File: config.mk
export PLATFORM = sky130hd
export DESIGN_NAME = tq_prefetch_queue
export DESIGN_NICKNAME = d
export VERILOG_FILES = /design/src/rtl/tq_pkg.sv /design/src/rtl/tq_order.sv /design/src/rtl/tq_linebuf.sv /design/src/rtl/tq_prefetch_queue.sv
export SDC_FILE = /design/constraint.sdc
export NUM_CORES = 1
export LEC_CHECK = 0
export ABC_AREA = 1
export CORE_UTILIZATION = 27
export CTS_CLUSTER_SIZE = 14
export DETAILED_ROUTE_END_ITERATION = 6
export DONT_BUFFER_PORTS = 1
export PLACE_DENSITY = 0.38
export RECOVER_POWER = 25
export SYNTH_ARGS = -nofsm -noshare
export SYNTH_HDL_FRONTEND = slang
export SYNTH_HIERARCHICAL = 1
export SYNTH_SLANG_ARGS = --single-unit
File: constraint.sdc
create_clock -name clk -period 4.88 [get_ports clk]
set_input_delay 0.488 -clock clk [delete_from_list [all_inputs] [get_ports clk]]
set_output_delay 0.488 -clock clk [all_outputs]
set_load 0.1 [all_outputs]
File: src/rtl/tq_pkg.sv
package tq_pkg;

  typedef enum logic {
    FS_IDLE = 1'b0,
    FS_FILL = 1'b1
  } fill_st_e;

endpackage

File: src/rtl/tq_order.sv
module tq_order #(
  parameter int AW     = 16,
  parameter int PRIO_W = 2,
  parameter int DEPTH  = 4
) (
  input  logic              clk,
  input  logic              rst,
  input  logic              push_valid,
  input  logic [AW-1:0]     push_addr,
  input  logic [PRIO_W-1:0] push_prio,
  input  logic              pop,
  output logic [AW-1:0]     head_addr,
  output logic              full,
  output logic              empty,
  output logic              overflow
);
  localparam int CW = $clog2(DEPTH + 1);

  typedef struct packed {
    logic [PRIO_W-1:0] prio;
    logic [AW-1:0]     addr;
  } slot_t;

  slot_t          q  [DEPTH];
  slot_t          qp [DEPTH];
  slot_t          qn [DEPTH];
  slot_t          ins;
  logic [CW-1:0]  cnt, cnt_p, cnt_n, pos;
  logic           do_pop, accept;

  assign do_pop = pop && (cnt != '0);
  assign cnt_p  = cnt - CW'(do_pop);
  assign accept = push_valid && (cnt_p != CW'(DEPTH));
  assign cnt_n  = cnt_p + CW'(accept);
  assign ins    = '{prio: push_prio, addr: push_addr};

  // slot index of the new entry: after every stored entry of equal or better rank
  always_comb begin
    pos = '0;
    for (int j = 0; j < DEPTH; j++) begin
      if ((CW'(j) < cnt_p) && (qp[j].prio <= push_prio)) pos = pos + 1'b1;
    end
  end

  for (genvar i = 0; i < DEPTH; i++) begin : g_slot
    if (i == DEPTH - 1) begin : g_tail
      assign qp[i] = do_pop ? '0 : q[i];
    end else begin : g_body
      assign qp[i] = do_pop ? q[i+1] : q[i];
    end
    if (i == 0) begin : g_head
      assign qn[i] = (accept && pos == '0) ? ins : qp[i];
    end else begin : g_rest
      assign qn[i] = !accept           ? qp[i]   :
                     (CW'(i) < pos)    ? qp[i]   :
                     (CW'(i) == pos)   ? ins     : qp[i-1];
    end
  end

  always_ff @(posedge clk) begin
    for (int i = 0; i < DEPTH; i++) q[i] <= qn[i];
  end

  always_ff @(posedge clk) begin
    if (rst) begin
      cnt      <= '0;
      overflow <= 1'b0;
    end else begin
      cnt      <= cnt_n;
      overflow <= overflow | (push_valid & ~accept);
    end
  end

  assign head_addr = q[0].addr;
  assign full      = (cnt == CW'(DEPTH));
  assign empty     = (cnt == '0);

endmodule

File: src/rtl/tq_linebuf.sv
module tq_linebuf
  import tq_pkg::*;
#(
  parameter int AW = 16,
  parameter int DW = 32,
  parameter int LINE_WORDS = 4,
  localparam int OW  = $clog2(LINE_WORDS),
  localparam int LAW = AW - OW
) (
  input  logic           clk,
  input  logic           rst,
  input  logic           start,
  input  logic           invalidate,
  input  logic [LAW-1:0] start_line,
  output logic           busy,
  output logic           mem_req_valid,
  output logic [LAW-1:0] mem_req_line,
  input  logic           mem_rsp_valid,
  input  logic [DW-1:0]  mem_rsp_data,
  input  logic           cpu_req,
  input  logic [AW-1:0]  cpu_addr,
  output logic           cpu_rvalid,
  output logic           cpu_wait,
  output logic           cpu_miss,
  output logic [DW-1:0]  cpu_rdata
);
  logic [DW-1:0]         words [LINE_WORDS];
  logic [LINE_WORDS-1:0] wvld;
  logic [LAW-1:0]        tag;
  logic                  tag_ok;
  fill_st_e              st;
  logic [OW-1:0]         wcnt;
  logic [OW-1:0]         rd_idx;
  logic                  hit, take;

  assign rd_idx = cpu_addr[OW-1:0];
  assign hit    = tag_ok && (cpu_addr[AW-1:OW] == tag);
  assign take   = (st == FS_FILL) && mem_rsp_valid;
  assign busy   = (st == FS_FILL);

  // storage array: plain write port and registered read port
  always_ff @(posedge clk) begin
    if (take) words[wcnt] <= mem_rsp_data;
  end

  always_ff @(posedge clk) begin
    cpu_rdata <= words[rd_idx];
  end

  always_ff @(posedge clk) begin
    if (rst) begin
      st            <= FS_IDLE;
      wvld          <= '0;
      tag           <= '0;
      tag_ok        <= 1'b0;
      wcnt          <= '0;
      mem_req_valid <= 1'b0;
      mem_req_line  <= '0;
      cpu_rvalid    <= 1'b0;
      cpu_wait      <= 1'b0;
      cpu_miss      <= 1'b0;
    end else begin
      mem_req_valid <= 1'b0;
      if (start) begin
        st            <= FS_FILL;
        tag           <= start_line;
        tag_ok        <= 1'b1;
        wvld          <= '0;
        wcnt          <= '0;
        mem_req_valid <= 1'b1;
        mem_req_line  <= start_line;
      end else if (invalidate) begin
        tag_ok <= 1'b0;
        wvld   <= '0;
      end else if (take) begin
        wvld[wcnt] <= 1'b1;
        wcnt       <= wcnt + 1'b1;
        if (wcnt == OW'(LINE_WORDS - 1)) st <= FS_IDLE;
      end
      cpu_rvalid <= cpu_req &&  hit &&  wvld[rd_idx];
      cpu_wait   <= cpu_req &&  hit && !wvld[rd_idx];
      cpu_miss   <= cpu_req && !hit;
    end
  end

endmodule

File: src/rtl/tq_prefetch_queue.sv
module tq_prefetch_queue #(
  parameter int AW         = 16,
  parameter int DW         = 32,
  parameter int PRIO_W     = 2,
  parameter int DEPTH      = 4,
  parameter int LINE_WORDS = 4,
  localparam int OW  = $clog2(LINE_WORDS),
  localparam int LAW = AW - OW
) (
  input  logic              clk,
  input  logic              rst,
  input  logic              push_valid,
  input  logic [AW-1:0]     push_addr,
  input  logic [PRIO_W-1:0] push_prio,
  input  logic              pop,
  input  logic              fill_cmd,
  output logic              mem_req_valid,
  output logic [LAW-1:0]    mem_req_line,
  input  logic              mem_rsp_valid,
  input  logic [DW-1:0]     mem_rsp_data,
  input  logic              cpu_req,
  input  logic [AW-1:0]     cpu_addr,
  output logic              cpu_rvalid,
  output logic              cpu_wait,
  output logic              cpu_miss,
  output logic [DW-1:0]     cpu_rdata,
  output logic [AW-1:0]     head_addr,
  output logic              q_full,
  output logic              q_empty,
  output logic              q_overflow
);
  logic fill_pend, launch, busy;

  tq_order #(.AW(AW), .PRIO_W(PRIO_W), .DEPTH(DEPTH)) u_order (
    .clk        (clk),
    .rst        (rst),
    .push_valid (push_valid),
    .push_addr  (push_addr),
    .push_prio  (push_prio),
    .pop        (pop),
    .head_addr  (head_addr),
    .full       (q_full),
    .empty      (q_empty),
    .overflow   (q_overflow)
  );

  // a refill waits until the queue has settled and any running fill is done
  assign launch = fill_pend && !busy;

  always_ff @(posedge clk) begin
    if (rst) fill_pend <= 1'b0;
    else     fill_pend <= pop | fill_cmd | (fill_pend & ~launch);
  end

  tq_linebuf #(.AW(AW), .DW(DW), .LINE_WORDS(LINE_WORDS)) u_buf (
    .clk           (clk),
    .rst           (rst),
    .start         (launch && !q_empty),
    .invalidate    (launch && q_empty),
    .start_line    (head_addr[AW-1:OW]),
    .busy          (busy),
    .mem_req_valid (mem_req_valid),
    .mem_req_line  (mem_req_line),
    .mem_rsp_valid (mem_rsp_valid),
    .mem_rsp_data  (mem_rsp_data),
    .cpu_req       (cpu_req),
    .cpu_addr      (cpu_addr),
    .cpu_rvalid    (cpu_rvalid),
    .cpu_wait      (cpu_wait),
    .cpu_miss      (cpu_miss),
    .cpu_rdata     (cpu_rdata)
  );

endmodule

==> results of run 1 <==
[per-stage QoR]
stage	setup slack (ps)	utilization, %	hold WS (ps)	area [um2]	std cells
finish	511	31.5	89.0	13300	1825
global route	153	31.5	76.2	13300	1824
detailed placement	343	28.3	447	11900	1732
CTS	333	31.4	51.5	13300	1822
floorplan	14.1	-	430	11600	1254
global placement	471	28.3	440	11900	1732
[registers in the layout, summed over array words and instances (netlist names)]
register,flops
u_buf/words,128
u_order/q,72
u_buf/cpu_rdata,32
u_buf/tag,14
u_buf/wvld,4
u_order/cnt,3
u_buf/wcnt,2
fill_pend,1
u_buf/busy,1
u_buf/cpu_miss,1
u_buf/cpu_rvalid,1
u_buf/cpu_wait,1
u_buf/mem_req_valid,1
u_buf/tag_ok,1
u_order/overflow,1
[cell families (layout without fill, tap and decap cells)]
logic type / count (synthesis) / after routing / synth area share (%)
other: 0 / 1 / 0
buffers and inverters: 189 / 220 / 8.30
flip-flops: 263 / 263 / 56.3
AND/OR/NAND/NOR: 592 / 592 / 23.4
AO/OA/AOI/OAI: 172 / 172 / 8.30
multiplexers: 17 / 17 / 1.46
adder cells (fa/ha/maj): 20 / 20 / 2.15
XOR/XNOR: 1 / 1 / 0.0754
[how the worst max path moves through the flow]
stage                                     endpoint  slack [ps]                       from
after global routing       u_order/q[3][8]$_DFF_P_         150  u_order/cnt[1]$_SDFF_PP0_
final                     u_order/q[3][16]$_DFF_P_         510  u_order/cnt[1]$_SDFF_PP0_
after floorplan            u_order/q[3][0]$_DFF_P_          10  u_order/cnt[1]$_SDFF_PP0_
after CTS                  u_order/q[0][9]$_DFF_P_         330  u_order/cnt[1]$_SDFF_PP0_
after global placement    u_order/q[0][11]$_DFF_P_         470                        pop
after detailed placement  u_order/q[0][11]$_DFF_P_         340                        pop
[synthesized netlist by cell type, drive strengths merged, types with 13 or more instances]
master,instances,share of area [%]
clkbuf,13,0.44
nor2,96,3.6
dfxtp,135,23
ha,20,2.2
o21ai,123,5.3
nand4,19,1.0
nand2,335,12
o22ai,32,1.7
or2,18,0.97
inv,114,3.7
edfxtp,128,33
mux2i,17,1.5
nand3b,17,1.1
buf,62,4.2
nand3,102,4.9
[cell type report]
| cell class | count | area [um2] | area share, % |
|---|---|---|---|
| antenna | 1 | 2.50 | 0.0188 |
| clock buffer | 39 | 826 | 6.22 |
| clock inverter | 18 | 180 | 1.36 |
| inverter | 114 | 430 | 3.24 |
| multi-input combinational | 802 | 4140 | 31.2 |
| sequential | 263 | 6550 | 49.3 |
| tap | 539 | 674 | 5.08 |
| timing repair buffer | 49 | 483 | 3.64 |
[layer usage]
| layer | vias to the layer above | GRT usage [%] | part of all wire, % |
|---|---|---|---|
| met3 | 44 | 2.99 | 5.4 |
| li1 | 4189 | - | - |
| met1 | 3927 | 19.0 | 45 |
| met5 | - | 0 | 0 |
| met2 | 182 | 24.9 | 48 |
| met4 | 0 | 4.03 | 1.9 |
[what timing repair did]
action | 4_1_cts | 5_1_grt
hold buffers | 33 | 0
buffers inserted | 0 | 2
setup endpoints to repair | 0 | 17
endpoints found under the hold margin | 133 | 0
==> flow_metrics.tcl, run 1 <==
set metrics [dict create \
    vias 8342 \
    mappedNetlistArea_um2 11600 \
    cp_slowest_cell "nor2_4" \
    path_clk_slew_ps 60 \
    antenna_left 0 \
    drtIter0Drc 413 \
    antenna_found_initial 1 \
    core_um2 42200 \
    viasPerCell 4.57 \
    track_usage_pct 14.7 \
    cts_tree "yes" \
    drive_above_1_share_pct 9.88 \
    cp.arrival_ps 4850 \
    cp.depth 21 \
    endpoint_kind "register" \
    n_fill_cell 4418 \
    r2r_slack_ps 510 \
    crit_chain "nor3_4, nor2_4, inv_1, buf_4, o21ai_0, ha_1, inv_1, nor2_1, o21ai_0, o21ai_0, inv_1, ha_1, nand3_2, nand2_2, nand2_2, nand2_4, nor2_4, nand3_4, nand2_1, nand3_1, o21ai_0" \
    grt_max_degree 70 \
    status "finished, final reports clean" \
    worstHoldStart "push_prio[0]" \
    clock_latency_ps 570 \
    cp_max_fo 21 \
    yosysUniqueCellTypes 40 \
    fp.dieH_um 209 \
    slew_viol_final 0 \
    grt_pass1_wl_um 49600 \
    fp-row-count 75 \
    maxCapViolations 0 \
    setup-violations-final 0 \
    slew_headroom_pct 25.2 \
    clock_path_buffers 3 \
    worstMarginPinSlew_ps 1120 \
    wl_um 32500 \
    synth_ff_type "dfxtp_1" \
    hold_class "in -> reg" \
    worstSetupStartpointType "register" \
    final_nets 1354 \
    min_period_over_period_pct 89.5 \
    area_growth_syn_to_layout_pct 14.3 \
    ys_seq_area_share_pct 56.3 \
    avgSynthCellArea_um2 9.27 \
    dieArea_um2 43900 \
    synth_fp_nets 1347 \
    layout_common_cells "316 x nand2_1, 135 x dfxtp_1, 128 x edfxtp_1, 104 x inv_1, 97 x nand3_1" \
    dpl.hpwl_um 19800 \
    drc 0 \
    cts_root_buf "clkbuf_16" \
    crit_family "simple AND/OR/NAND/NOR gates" \
    die_x_um 209 \
    reg2reg_depth 21 \
    design.portCount 142 \
    rr_startpoint "u_order/cnt[1]$_SDFF_PP0_" \
    grt_pass1_vias 8092 \
    crit_buf_inv 4 \
    yosysWarnings 6 \
    crit_top_cell "o21ai_0" \
    firstDrtPassIters 4 \
    setup_tns_ps 0 \
    hold_viol_final 0 \
    r2r_end "u_order/q[3][16]$_DFF_P_" \
    cts_made_buffers 31 \
    routedWlPerCell_um 17.8 \
    hold-path-endpoint "u_order/q[0][16]$_DFF_P_" \
    cts_sinks 263 \
    synth_cells 1254 \
    cts-resized-gates 0 \
    synth_edf_count 128 \
    io_buffers 0 \
    fmax_ghz 0.229 \
    start_util_pct 27.5 \
    fin_crit_ps 4370 \
    worstHoldPathCells 2 \
    rsz0062_at_grt "false" \
    cpPeakStageDelay_ps 640 \
    overflow 0 \
    clock_skew_ps 13.6 \
    synth-seq-cells 263 \
    htreeDepth 1 \
    ys_async_sr_fraction_pct 0 \
    place.gp.congestion 0.739 \
    final_common_cell "nand2_1" \
    critical_path_required_ps 5360 \
    crit_type "reg -> reg" \
]
Power of run 1 is left out: the tool's default activity adds up to more than one toggle a clock period on the data nets, which glitch-free logic cannot reach.
==> inputs of run 2 (changes only) <==
Settings changed: ABC_AREA 1 to unset, PLACE_DENSITY 0.38 to unset, PLACE_DENSITY_LB_ADDON set to 0.25.
==> flow_metrics.tcl, run 2 <==
set metrics [dict create \
    ys_top_cells_by_area "edfxtp_1 34%, dfxtp_1 24%, mux4_2 6.8%, mux2i_1 4.6%, nand2_1 3.0%" \
    worstHoldStart "push_valid" \
    critical_path_required_ps 5330 \
    antenna_found_initial 0 \
    vias 7090 \
    crit_type "reg -> reg" \
    yosysWarnings 6 \
    setup-violations-final 0 \
    clock_skew_ps 19.8 \
    firstDrtPassIters 5 \
    synthDominantCellAreaShare_pct 34.4 \
    core_um2 40800 \
    fp.dieH_um 206 \
    synth_top_area_cell "edfxtp_1" \
    worstHoldPathCells 2 \
    clock_latency_ps 580 \
    drc 0 \
    mappedNetlistArea_um2 11200 \
    reg2reg_depth 18 \
    synth_commonest_cells "135 x dfxtp_1, 128 x edfxtp_1, 90 x nand2_1" \
    hold_class "in -> reg" \
    path_clk_slew_ps 60 \
    final_common_cell "dfxtp_1" \
    cp.arrival_ps 4920 \
    clock_path_buffers 3 \
    endpoint_kind "register" \
    avgSynthCellArea_um2 12.3 \
    crit_chain "nor3_4, nand2b_4, inv_1, buf_4, nand2_1, nand2_1, ha_1, nor2b_1, o21ai_0, nand2_1, inv_1, ha_1, inv_1, nand2_1, mux4_2, or2_2, a21oi_1, o22ai_1" \
    hold-path-endpoint "u_order/overflow$_SDFF_PP0_" \
    synth_ff_type "dfxtp_1" \
    cts_made_buffers 31 \
    min_period_over_period_pct 91.6 \
    rr_startpoint "u_order/cnt[2]$_SDFF_PP0_" \
    worstMarginPinSlew_ps 1160 \
    overflow 0 \
    cp_slowest_cell "mux4_2" \
    area_growth_syn_to_layout_pct 16.9 \
    synth-seq-cells 263 \
    hold_viol_final 0 \
    r2r_slack_ps 410 \
    fmax_ghz 0.224 \
    n_fill_cell 4072 \
    gr-usage-met2_pct 22.5 \
    crit_top_cell "nand2_1" \
    antennaDiodeCount 0 \
    slew_viol_final 0 \
    ys_async_sr_fraction_pct 0 \
    rsz0062_at_grt "false" \
    maxCapViolations 0 \
    start_util_pct 27.4 \
    viasPerCell 4.75 \
    drive_above_1_share_pct 17.2 \
    status "finished, final reports clean" \
    worstSetupStartpointType "register" \
    largest_reg_flops 128 \
    track_usage_pct 13.6 \
    fp-row-count 74 \
    synth_cells 907 \
    routedWlPerCell_um 19.2 \
    slew_headroom_pct 22.8 \
    cp.depth 18 \
    final_nets 1028 \
    die_x_um 206 \
    cts_tree "yes" \
    drtIter0Drc 428 \
    synth_edf_count 128 \
    htreeDepth 1 \
    design.portCount 142 \
    io_buffers 0 \
    dieArea_um2 42200 \
    cts_sinks 263 \
    crit_family "simple AND/OR/NAND/NOR gates" \
    place.gp.congestion 0.818 \
    cts-resized-gates 0 \
    top_register "u_buf/words" \
    grt_pass1_vias 7223 \
    yosysUniqueCellTypes 62 \
    synth_fp_nets 1000 \
    dpl.hpwl_um 17700 \
    grt_pass1_wl_um 43600 \
    cts_root_buf "clkbuf_16" \
    reg.largest.list "u_buf/words (128), u_order/q (72), u_buf/cpu_rdata (32)" \
    setup_tns_ps 0 \
    wl_um 28600 \
    r2r_end "u_order/q[2][13]$_DFF_P_" \
    cp_max_fo 36 \
    cpPeakStageDelay_ps 820 \
    grt_max_degree 38 \
    ys_seq_area_share_pct 58.5 \
    grt_busiest_layer "met2" \
    antenna_left 0 \
    synth.most_common_cell "dfxtp_1" \
    met1_usage_pct 17.2 \
    layout_common_cells "135 x dfxtp_1, 128 x edfxtp_1, 90 x nand2_1" \
    fin_crit_ps 4470 \
    use_met3_pct 3.44 \
    crit_buf_inv 4 \
]
## run 2: cell types whose count changed after synthesis, sizes merged, moves of 19 or more
cell / before / now
nand2: 335 / 92
nand3: 102 / 5
o21ai: 123 / 48
inv: 114 / 51
nor2: 96 / 52
mux2i: 17 / 52
mux4: 0 / 34
a21oi: 11 / 44
o211ai: 0 / 19
## run 2: worst max path at each step
stage                                           to  slack, ps                       from
after floorplan           u_order/q[0][10]$_DFF_P_          4  u_order/cnt[2]$_SDFF_PP0_
after CTS                  u_order/q[2][3]$_DFF_P_        420  u_order/cnt[2]$_SDFF_PP0_
after global placement     u_order/q[2][0]$_DFF_P_        580  u_order/cnt[2]$_SDFF_PP0_
after detailed placement   u_order/q[2][2]$_DFF_P_        460  u_order/cnt[2]$_SDFF_PP0_
final                     u_order/q[2][13]$_DFF_P_        410  u_order/cnt[2]$_SDFF_PP0_
after global routing       u_order/q[2][8]$_DFF_P_         80  u_order/cnt[2]$_SDFF_PP0_
## run 2: final cells by class
cell class,instances,area (um2),area share (%)
clock buffers,38,842,6.44
clock inverters,20,184,1.41
inverters,51,191,1.46
multi-input cells,528,4090,31.3
flip-flops and latches,263,6550,50.1
well taps,532,666,5.09
repair buffers,60,551,4.21
## run 2: worst reg2reg max path, cell delays in order, from the launching register on
cell      delay [ps]
dfxtp_1          550
nor3_4            80
nand2b_4         180
inv_1             80
buf_4            320
nand2_1          110
nand2_1          120
ha_1             250
nor2b_1          130
o21ai_0          160
nand2_1          120
inv_1             90
ha_1             340
inv_1            230
nand2_1          100
mux4_2           820
or2_2            420
a21oi_1          150
o22ai_1          100
## run 2: cells by family (layout without fill, tap and decap cells)
group	after synthesis	count (layout)	share of synthesized area, %
DFF	263	263	58.5
AOI/OAI and AO/OA	181	181	10.2
adders and majority gates	20	20	2.24
and+or+nand+nor	205	205	8.45
muxes	104	104	13.8
buffers and inverters	116	169	5.20
xor gates and xnor gates	18	18	1.64
## run 2: metrics by stage
stage | cell area, um2 | utilization (%) | hold slack [ps] | setup slack [ps] | instances
after floorplan | 11200 | - | 435 | 3.61 | 907
after global placement | 11700 | 28.6 | 446 | 583 | 1398
after detailed placement | 11700 | 28.6 | 455 | 462 | 1398
after CTS | 13100 | 32.0 | 1.39 | 424 | 1492
after global routing | 13100 | 32.0 | 9.92 | 77.8 | 1492
final | 13100 | 32.0 | 44.3 | 411 | 1492
## run 2: metal layers
layer  vias up  wire length, um
li1       3343                -
met1      3496            12500
met2       202            13500
met3        49             2010
met4         0              650
met5         -                0
## run 2: timing repair
item,4_1_cts,5_1_grt
setup buffers,0,0
endpoints found under the hold margin,153,0
setup endpoints to repair,0,0
hold buffers,36,0
Power of run 2 is left out for the same reason.
==> inputs of run 3 (changes only) <==
Settings changed: MAX_ROUTING_LAYER set to met4.
==> flow_metrics.tcl, run 3 (synthesis gave the netlist of run 2 again) <==
set metrics [dict create \
    status "finished, final reports clean" \
    wl_um 28500 \
    reg2reg_depth 18 \
    critical_path_required_ps 5330 \
    final_nets 1028 \
    htreeDepth 1 \
    cts_root_buf "clkbuf_16" \
    drtIter0Drc 433 \
    crit_buf_inv 4 \
    antenna_found_initial 0 \
    dieArea_um2 42200 \
    post_cts_buffers 0 \
    maxCapViolations 0 \
    hold-path-endpoint "u_order/overflow$_SDFF_PP0_" \
    cts_made_buffers 31 \
    crit_chain "nor3_4, nand2b_4, inv_1, buf_4, nand2_1, nand2_1, ha_1, nor2b_1, o21ai_0, nand2_1, inv_1, ha_1, inv_1, nand2_1, mux4_2, or2_2, a21oi_1, o22ai_1" \
    design.portCount 142 \
    fin_crit_ps 4460 \
    setup-violations-final 0 \
    core_um2 40800 \
    fp-row-count 74 \
    die_x_um 206 \
    hold_class "in -> reg" \
    track_usage_pct 14.0 \
    largest_reg_flops 128 \
    hold_viol_final 0 \
    postCtsHoldBufs 36 \
    layout_common_cells "135 x dfxtp_1, 128 x edfxtp_1, 90 x nand2_1" \
    min_period_over_period_pct 91.3 \
    dpl.cell_count 1398 \
    place.gp.congestion 0.831 \
    clock_path_buffers 3 \
    crit_family "simple AND/OR/NAND/NOR gates" \
    start_util_pct 27.4 \
    antennaDiodeCount 0 \
    routedWlPerCell_um 19.1 \
    cts_sinks 263 \
    area_growth_syn_to_layout_pct 16.9 \
    path_clk_slew_ps 60 \
    crit_type "reg -> reg" \
    worstHoldPathCells 2 \
    top_register "u_buf/words" \
    grt_pass1_vias 7223 \
    io_buffers 0 \
    cts-resized-gates 0 \
    cts_tree "yes" \
    grt_max_degree 38 \
    vias 7058 \
    clock_skew_ps 20.0 \
    antenna_left 0 \
    overflow 0 \
    grt_pass1_wl_um 43600 \
    stdcell_count 1492 \
    crit_top_cell "nand2_1" \
    cp_max_fo 36 \
    cpPeakStageDelay_ps 820 \
    r2r_end "u_order/q[2][13]$_DFF_P_" \
    drive_above_1_share_pct 17.2 \
    dpl.hpwl_um 17700 \
    firstDrtPassIters 6 \
    reg.largest.list "u_buf/words (128), u_order/q (72), u_buf/cpu_rdata (32)" \
    post-route-util_pct 32.0 \
    clock_latency_ps 580 \
    setup_tns_ps 0 \
    slew_viol_final 0 \
    fmax_ghz 0.224 \
    r2r_slack_ps 420 \
    cp.arrival_ps 4910 \
    viasPerCell 4.73 \
    worstHoldStart "push_valid" \
    drc 0 \
    cp_slowest_cell "mux4_2" \
    fp.dieH_um 206 \
    rsz0062_at_grt "false" \
    worstSetupStartpointType "register" \
    endpoint_kind "register" \
    final_common_cell "dfxtp_1" \
    slew_headroom_pct 22.9 \
    rr_startpoint "u_order/cnt[2]$_SDFF_PP0_" \
    worstMarginPinSlew_ps 1150 \
]
run 3: cell counts in the layout (fill, tap and decap cells not counted):
No cell type changed its count.
run 3: metal layers:
| metal | part of all wire [%] | global-route usage, % | routed length, um |
|---|---|---|---|
| met5 | 0 | - | 0 |
| met4 | 2.2 | 4.21 | 639 |
| met2 | 47 | 22.5 | 13400 |
| met3 | 7.3 | 3.34 | 2090 |
| met1 | 44 | 17.2 | 12400 |
run 3: how the worst max path moves through the flow:
stage	cells after the start	endpoint	start	slack [ps]
after floorplan	18	u_order/q[0][10]$_DFF_P_	u_order/cnt[2]$_SDFF_PP0_	4
after global placement	18	u_order/q[2][0]$_DFF_P_	u_order/cnt[2]$_SDFF_PP0_	580
after detailed placement	18	u_order/q[2][2]$_DFF_P_	u_order/cnt[2]$_SDFF_PP0_	460
after CTS	17	u_order/q[2][3]$_DFF_P_	u_order/cnt[2]$_SDFF_PP0_	420
after global routing	18	u_order/q[2][8]$_DFF_P_	u_order/cnt[2]$_SDFF_PP0_	80
final	18	u_order/q[2][13]$_DFF_P_	u_order/cnt[2]$_SDFF_PP0_	420
run 3: worst reg2reg max path, delay by kind of cell, from the launching register on:
| kind | cells | cell delay [ps] |
|---|---|---|
| compound gates | 3 | 410 |
| fa+ha+maj | 2 | 590 |
| buf+inv | 4 | 710 |
| simple gates | 8 | 1260 |
| mux | 1 | 820 |
| flops | 1 | 550 |
run 3: per-stage QoR:
stage          instance area [um2]  setup slack (ps)  hold WS, ps
2_1_floorplan                11200              3.61          435
3_3_place_gp                 11700               583          446
3_5_place_dp                 11700               462          455
4_1_cts                      13100               424         1.39
5_1_grt                      13100              78.6         11.6
6_report                     13100               424         46.4
run 3: final cells by class:
type | count | area [um2]
multi-input combinational | 528 | 4090
clock inverter | 20 | 184
sequential | 263 | 6550
timing repair buffer | 60 | 551
clock buffer | 38 | 842
fill | 4072 | 27800
tap | 532 | 666
inverter | 51 | 191
Power of run 3 is left out for the same reason.
